[src/rtl/modem_ctl_loop.sv]
module modem_ctl_loop (
  input  logic       clk,
  input  logic       rst_n,
  input  logic       mcr_wr,
  input  logic [7:0] mcr_wdata,
  output logic [7:0] mcr_rdata,
  input  logic       alt_loop_wr,
  input  logic       alt_loop_val,
  output logic       loop_en,
  input  logic       dsr_n_pin,
  input  logic       cts_n_pin,
  input  logic       ri_n_pin,
  input  logic       dcd_n_pin,
  output logic       dtr_n_pin,
  output logic       rts_n_pin,
  output logic       dsr,
  output logic       cts,
  output logic       ri,
  output logic       dcd,
  input  logic       irq_raw,
  output logic       irq_out
);

  logic [3:0] ctl_q;
  logic       loop_q;

  always_ff @(posedge clk or negedge rst_n) begin
    if (!rst_n) begin
      ctl_q  <= 4'b0;
      loop_q <= 1'b0;
    end else if (mcr_wr) begin
      ctl_q  <= mcr_wdata[3:0];
      loop_q <= mcr_wdata[4];
    end else if (alt_loop_wr) begin
      loop_q <= alt_loop_val;
    end
  end

  assign loop_en   = loop_q;
  assign mcr_rdata = {3'b000, loop_q, ctl_q};

  assign dtr_n_pin = loop_q | ~ctl_q[0];
  assign rts_n_pin = loop_q | ~ctl_q[1];

  assign dsr = loop_q ? ctl_q[0] : ~dsr_n_pin;
  assign cts = loop_q ? ctl_q[1] : ~cts_n_pin;
  assign ri  = loop_q ? ctl_q[2] : ~ri_n_pin;
  assign dcd = loop_q ? ctl_q[3] : ~dcd_n_pin;

  assign irq_out = irq_raw & (loop_q | ctl_q[3]);

  a_r2_write_readback: assert property (@(posedge clk) disable iff (!rst_n)
    mcr_wr |=> mcr_rdata[4:0] == $past(mcr_wdata[4:0]));
  a_r2_hold: assert property (@(posedge clk) disable iff (!rst_n)
    (!mcr_wr && !alt_loop_wr) |=> $stable(mcr_rdata));
  a_r3_pins_normal: assert property (@(posedge clk) disable iff (!rst_n)
    !loop_en |-> (dtr_n_pin != mcr_rdata[0]) && (rts_n_pin != mcr_rdata[1]));
  a_r5_irq_gate: assert property (@(posedge clk) disable iff (!rst_n)
    (!loop_en && !mcr_rdata[3]) |-> !irq_out);
  a_r6_pins_parked: assert property (@(posedge clk) disable iff (!rst_n)
    loop_en |-> dtr_n_pin && rts_n_pin);
  a_r7_loop_route: assert property (@(posedge clk) disable iff (!rst_n)
    loop_en |-> {dsr, cts, ri, dcd} == {mcr_rdata[0], mcr_rdata[1], mcr_rdata[2], mcr_rdata[3]});
  a_r8_irq_forced: assert property (@(posedge clk) disable iff (!rst_n)
    loop_en |-> irq_out == irq_raw);
  a_r9_alias: assert property (@(posedge clk) disable iff (!rst_n)
    (alt_loop_wr && !mcr_wr) |=> loop_en == $past(alt_loop_val) && $stable(mcr_rdata[3:0]));
  a_r10_priority: assert property (@(posedge clk) disable iff (!rst_n)
    (alt_loop_wr && mcr_wr) |=> loop_en == $past(mcr_wdata[4]));

endmodule

[config.mk]
export PLATFORM = sky130hd
export DESIGN_NAME = modem_ctl_loop
export DESIGN_NICKNAME = d
export VERILOG_FILES = /design/src/rtl/modem_ctl_loop.sv
export SDC_FILE = /design/constraint.sdc
export NUM_CORES = 1
export LEC_CHECK = 0
export BUFFER_PORTS_ARGS = -buffer_cell sky130_fd_sc_hd__buf_2
export CORE_AREA = 2 2 39 41
export DETAILED_ROUTE_END_ITERATION = 6
export DIE_AREA = 0 0 41 43
export GPL_TIMING_DRIVEN = 0
export PLACE_DENSITY = 0.56
export SYNTH_ARGS = -nofsm -noshare
export SYNTH_HDL_FRONTEND = slang
export SYNTH_SLANG_ARGS = --single-unit
[constraint.sdc]
create_clock -name clk -period 0.9 [get_ports clk]
set_input_delay 0.135 -clock clk [delete_from_list [all_inputs] [get_ports clk]]
set_output_delay 0.135 -clock clk [all_outputs]
set_load 0.02 [all_outputs]
Word level (Yosys, flattened, before mapping). Index checks and enable logic that the tools add are counted.

Register bits: 5. Input port bits: 18. Output and inout port bits: 16. Word-level logic and storage cells: 19.

Mux-type cells: 6. Bitwise gates (word level): 10. Reduce and logical (&&, ||, !) cells: 1.

Operators with widths (number): $mux W1 (6); $not A1 Y1 (6); $or A1 B1 Y1 (3); $reduce_bool A2 Y1 (1); $and A1 B1 Y1 (1).

Longest topological paths before layout.
Word-level depth: 2. Mapped depth: 3. Mapped depth without buffers: 2.

Least setup slack after synthesis. Ideal clock, no wire load.

Path type: reg-to-output. Start point: register loop_q (netlist: loop_en). End point: output port cts. Arrival: 1151 ps. Required time: 765 ps. Setup slack: -386 ps. Stages on the path, launching flop included: 3. Path buffers: 1. Path through: dfrtp_1 > buf_2 > o21ai_0.

Word-level cells in the longest chain between the ends: 1.

RTL lines: start, declared (RTL line 25) `logic loop_q;`; start signal, assigned (RTL line 33) `loop_q <= mcr_wdata[4];`; start signal, assigned (RTL line 35) `loop_q <= alt_loop_val;`; $mux W1 (RTL line 46) `assign cts = loop_q ? ctl_q[1] : ~cts_n_pin;`; end, declared (RTL line 17) `output logic cts,`.

No other way between the ends.

Final worst setup path.
Start point: register loop_q (netlist: loop_en). End point: output port irq_out.

Word-level cells in the longest chain between the ends: 2.

RTL lines: $or A1 B1 Y1 (RTL line 50) `assign irq_out = irq_raw & (loop_q | ctl_q[3]);`; $and A1 B1 Y1 (RTL line 50); end, declared (RTL line 21) `output logic irq_out`.

No other way between the ends.

==> impl_metrics.ini <==
[placed_design]
routabilityCongestion = 0.646
portBuffers = 27
dp_cells = 75
placed_area_um2 = 485
place_ws_ns = -0.155

[die]
start_util_pct = 20.6
dieArea_mm2 = 0.00176
die_h_um = 43
std_cell_rows = 14
chipWidth_um = 41
io_pins = 34
core_area_mm2 = 0.00138

[synth]
syn_area_per_cell_um2 = 9.51
synth_top_cells_by_area = dfrtp_1 (44%), mux2_2 (12%), buf_4 (11%)
synthesis.area_um2 = 285
synth-seq-area-share_pct = 43.9
ys_ff_latch = 5
synth_area_leader_cell = dfrtp_1
ys_warn_count = 0
syn-instance-count = 30
synth.top_cell.area_share_pct = 43.9
synthDistinctLibCells = 11

[clock_network]
clk_pin_slew_ns = 0.04
clk_path_buf_depth = 2
clkSinkCount = 5
cts_tree = built
cts_buffers = 3
cts-root-buf = clkbuf_4
insertion_delay_ns = 0.24
htree_num_levels = 1

[final_layout]
antennaDiodeCount = 0
design_area_um2 = 658
final_layout_size_suffix_gt1_share_pct = 76.8
fin_cells = 85
syn_to_final_growth_pct = 131
fin_nets = 88
nFillCells = 139

[global_route]
grt_max_degree = 8
grt_pass1_vias = 347
antenna_found_initial = 0
overflow = 0
grt_pass1_wl_um = 1300
track_usage_pct = 10.6

[sta]
final.period_utilization_pct = 137
fin_tns_setup_ns = -2.97
setup_viol = 14
drv_slew = 0
finClkSkew_ns = 0
period_minus_slack_ns = 1.23
fin_hold_ws_ns = 0.116
worst_slack_ns = -0.330
rsz0062_at_grt = yes
finalHoldViolCount = 0
max_freq_ghz = 0.813

[detailed_routing]
wl_per_cell_um = 9.95
totalWireLength_um = 846
viasPerCell = 4.05
drt_iter0_drc = 2
drtAntennaViolNets = 0
drc = 0
vias = 344
firstDrtPassIters = 2

[critical_path]
crit_chain = buf_6 -> o21a_4 -> buf_6
crit_family = flip-flops
cp-start-kind = flop
arrival_ns = 1.10
crit_path_end_kind = output port
cp_max_fo = 5
required_ns = 0.76
cp_slowest_cell = dfrtp_2
worstSetupPathType = flop to output port
max_stage_delay_ns = 0.41
crit_buf_inv = 2
cpMostUsedCell = buf_6

[power_and_ir_drop]
ir_drop_uv = 641
p_per_area_mw_per_mm2 = 1460
p_leak_uw = 0.000335

[worst_hold_path]
worstHoldPathType = input pin to flop

[status]
violations = setup timing
outcome = complete, but fails checks

[flow_run]
cap_violations = 0
==> registers in the layout (all words and copies together) (netlist names) <==
| signal | count |
|---|---|
| loop_en | 1 |
| ctl_q | 4 |
==> area by class of cell <==
| type | count | area (µm²) | share of cell area, % |
|---|---|---|---|
| clock buffers | 4 | 26.3 | 3.99 |
| repair buffers | 33 | 268 | 40.7 |
| flip-flops and latches | 5 | 128 | 19.4 |
| multi-input cells | 21 | 171 | 26.0 |
| plain buffers | 5 | 41.3 | 6.27 |
| inverters | 1 | 3.75 | 0.570 |
| well taps | 16 | 20.0 | 3.04 |
==> worst reg2reg max path: cells and delay by family, from the launching register on <==
| kind | cells | cell delay [ns] |
|---|---|---|
| multiplexers | 1 | 0.25 |
| buffers and inverters | 2 | 0.24 |
| flip-flops | 1 | 0.41 |
==> repair_timing <==
action,CTS,global route
resized for setup,24,10
hold buffers,1,0
pin swaps,1,2
buffers inserted,3,1
endpoints found under the hold margin,5,0
gates cloned,1,0
endpoints found under the setup margin,13,15
==> metal layers <==
metal  share of wire, %  track usage, %
met5                  0               0
met3                7.0            3.14
met1                 33            9.87
met4                  0            4.00
met2                 59            19.7
==> kinds of logic (layout without fill, tap and decap cells) <==
group,after synthesis,count (layout),synth area share [%]
compound gates,6,6,11.4
buf+inv,6,43,13.6
flops,5,5,43.9
mux,5,5,18.9
other cells,1,3,1.31
simple gates,7,7,11.0
==> report_power, final <==
part | switching (µW) | internal (µW)
combinational | 194 | 241
sequential | 26.1 | 249
clock | 86.1 | 167
total | 306 | 657
==> synthesized netlist by cell type <==
cell and n:
dfrtp_1 5, nand2_1 5, o21ai_0 5, buf_4 4, mux2_2 3, mux2i_1 2, nand2b_1 2, buf_2 1
conb_1 1, inv_1 1, o21a_1 1
==> cell usage in the layout, fill, tap and decap left out, drive strengths merged <==
master,n
buf,37
clkbuf,4
conb,3
dfrtp,5
dlygate4sd3,1
inv,1
mux2,3
mux2i,2
nand2,5
nand2b,2
o21a,1
o21ai,5
==> metrics by stage <==
stage	util (%)	power (µW)
after floorplan	-	468
after global placement	35.1	573
after detailed placement	35.1	576
after CTS	45.0	942
after global routing	47.6	1030
final	47.6	964
==> worst paths after layout <==
check / start / end / slack, ns / cells after the start
max in group asynchronous: rst_n / loop_en$_DFFE_PN0P_ / 0.52 / 2
worst max-delay path: loop_en$_DFFE_PN0P_ / irq_out / -0.33 / 3
worst min-delay path: mcr_wdata[0] / ctl_q[0]$_DFFE_PN0P_ / 0.12 / 3
worst max register to register: ctl_q[3]$_DFFE_PN0P_ / ctl_q[3]$_DFFE_PN0P_ / -0.12 / 3
worst min register to register: ctl_q[2]$_DFFE_PN0P_ / ctl_q[2]$_DFFE_PN0P_ / 0.58 / 1
min in group asynchronous: rst_n / ctl_q[0]$_DFFE_PN0P_ / 0.24 / 2
Note: power is estimated with default switching activity, not from simulation.
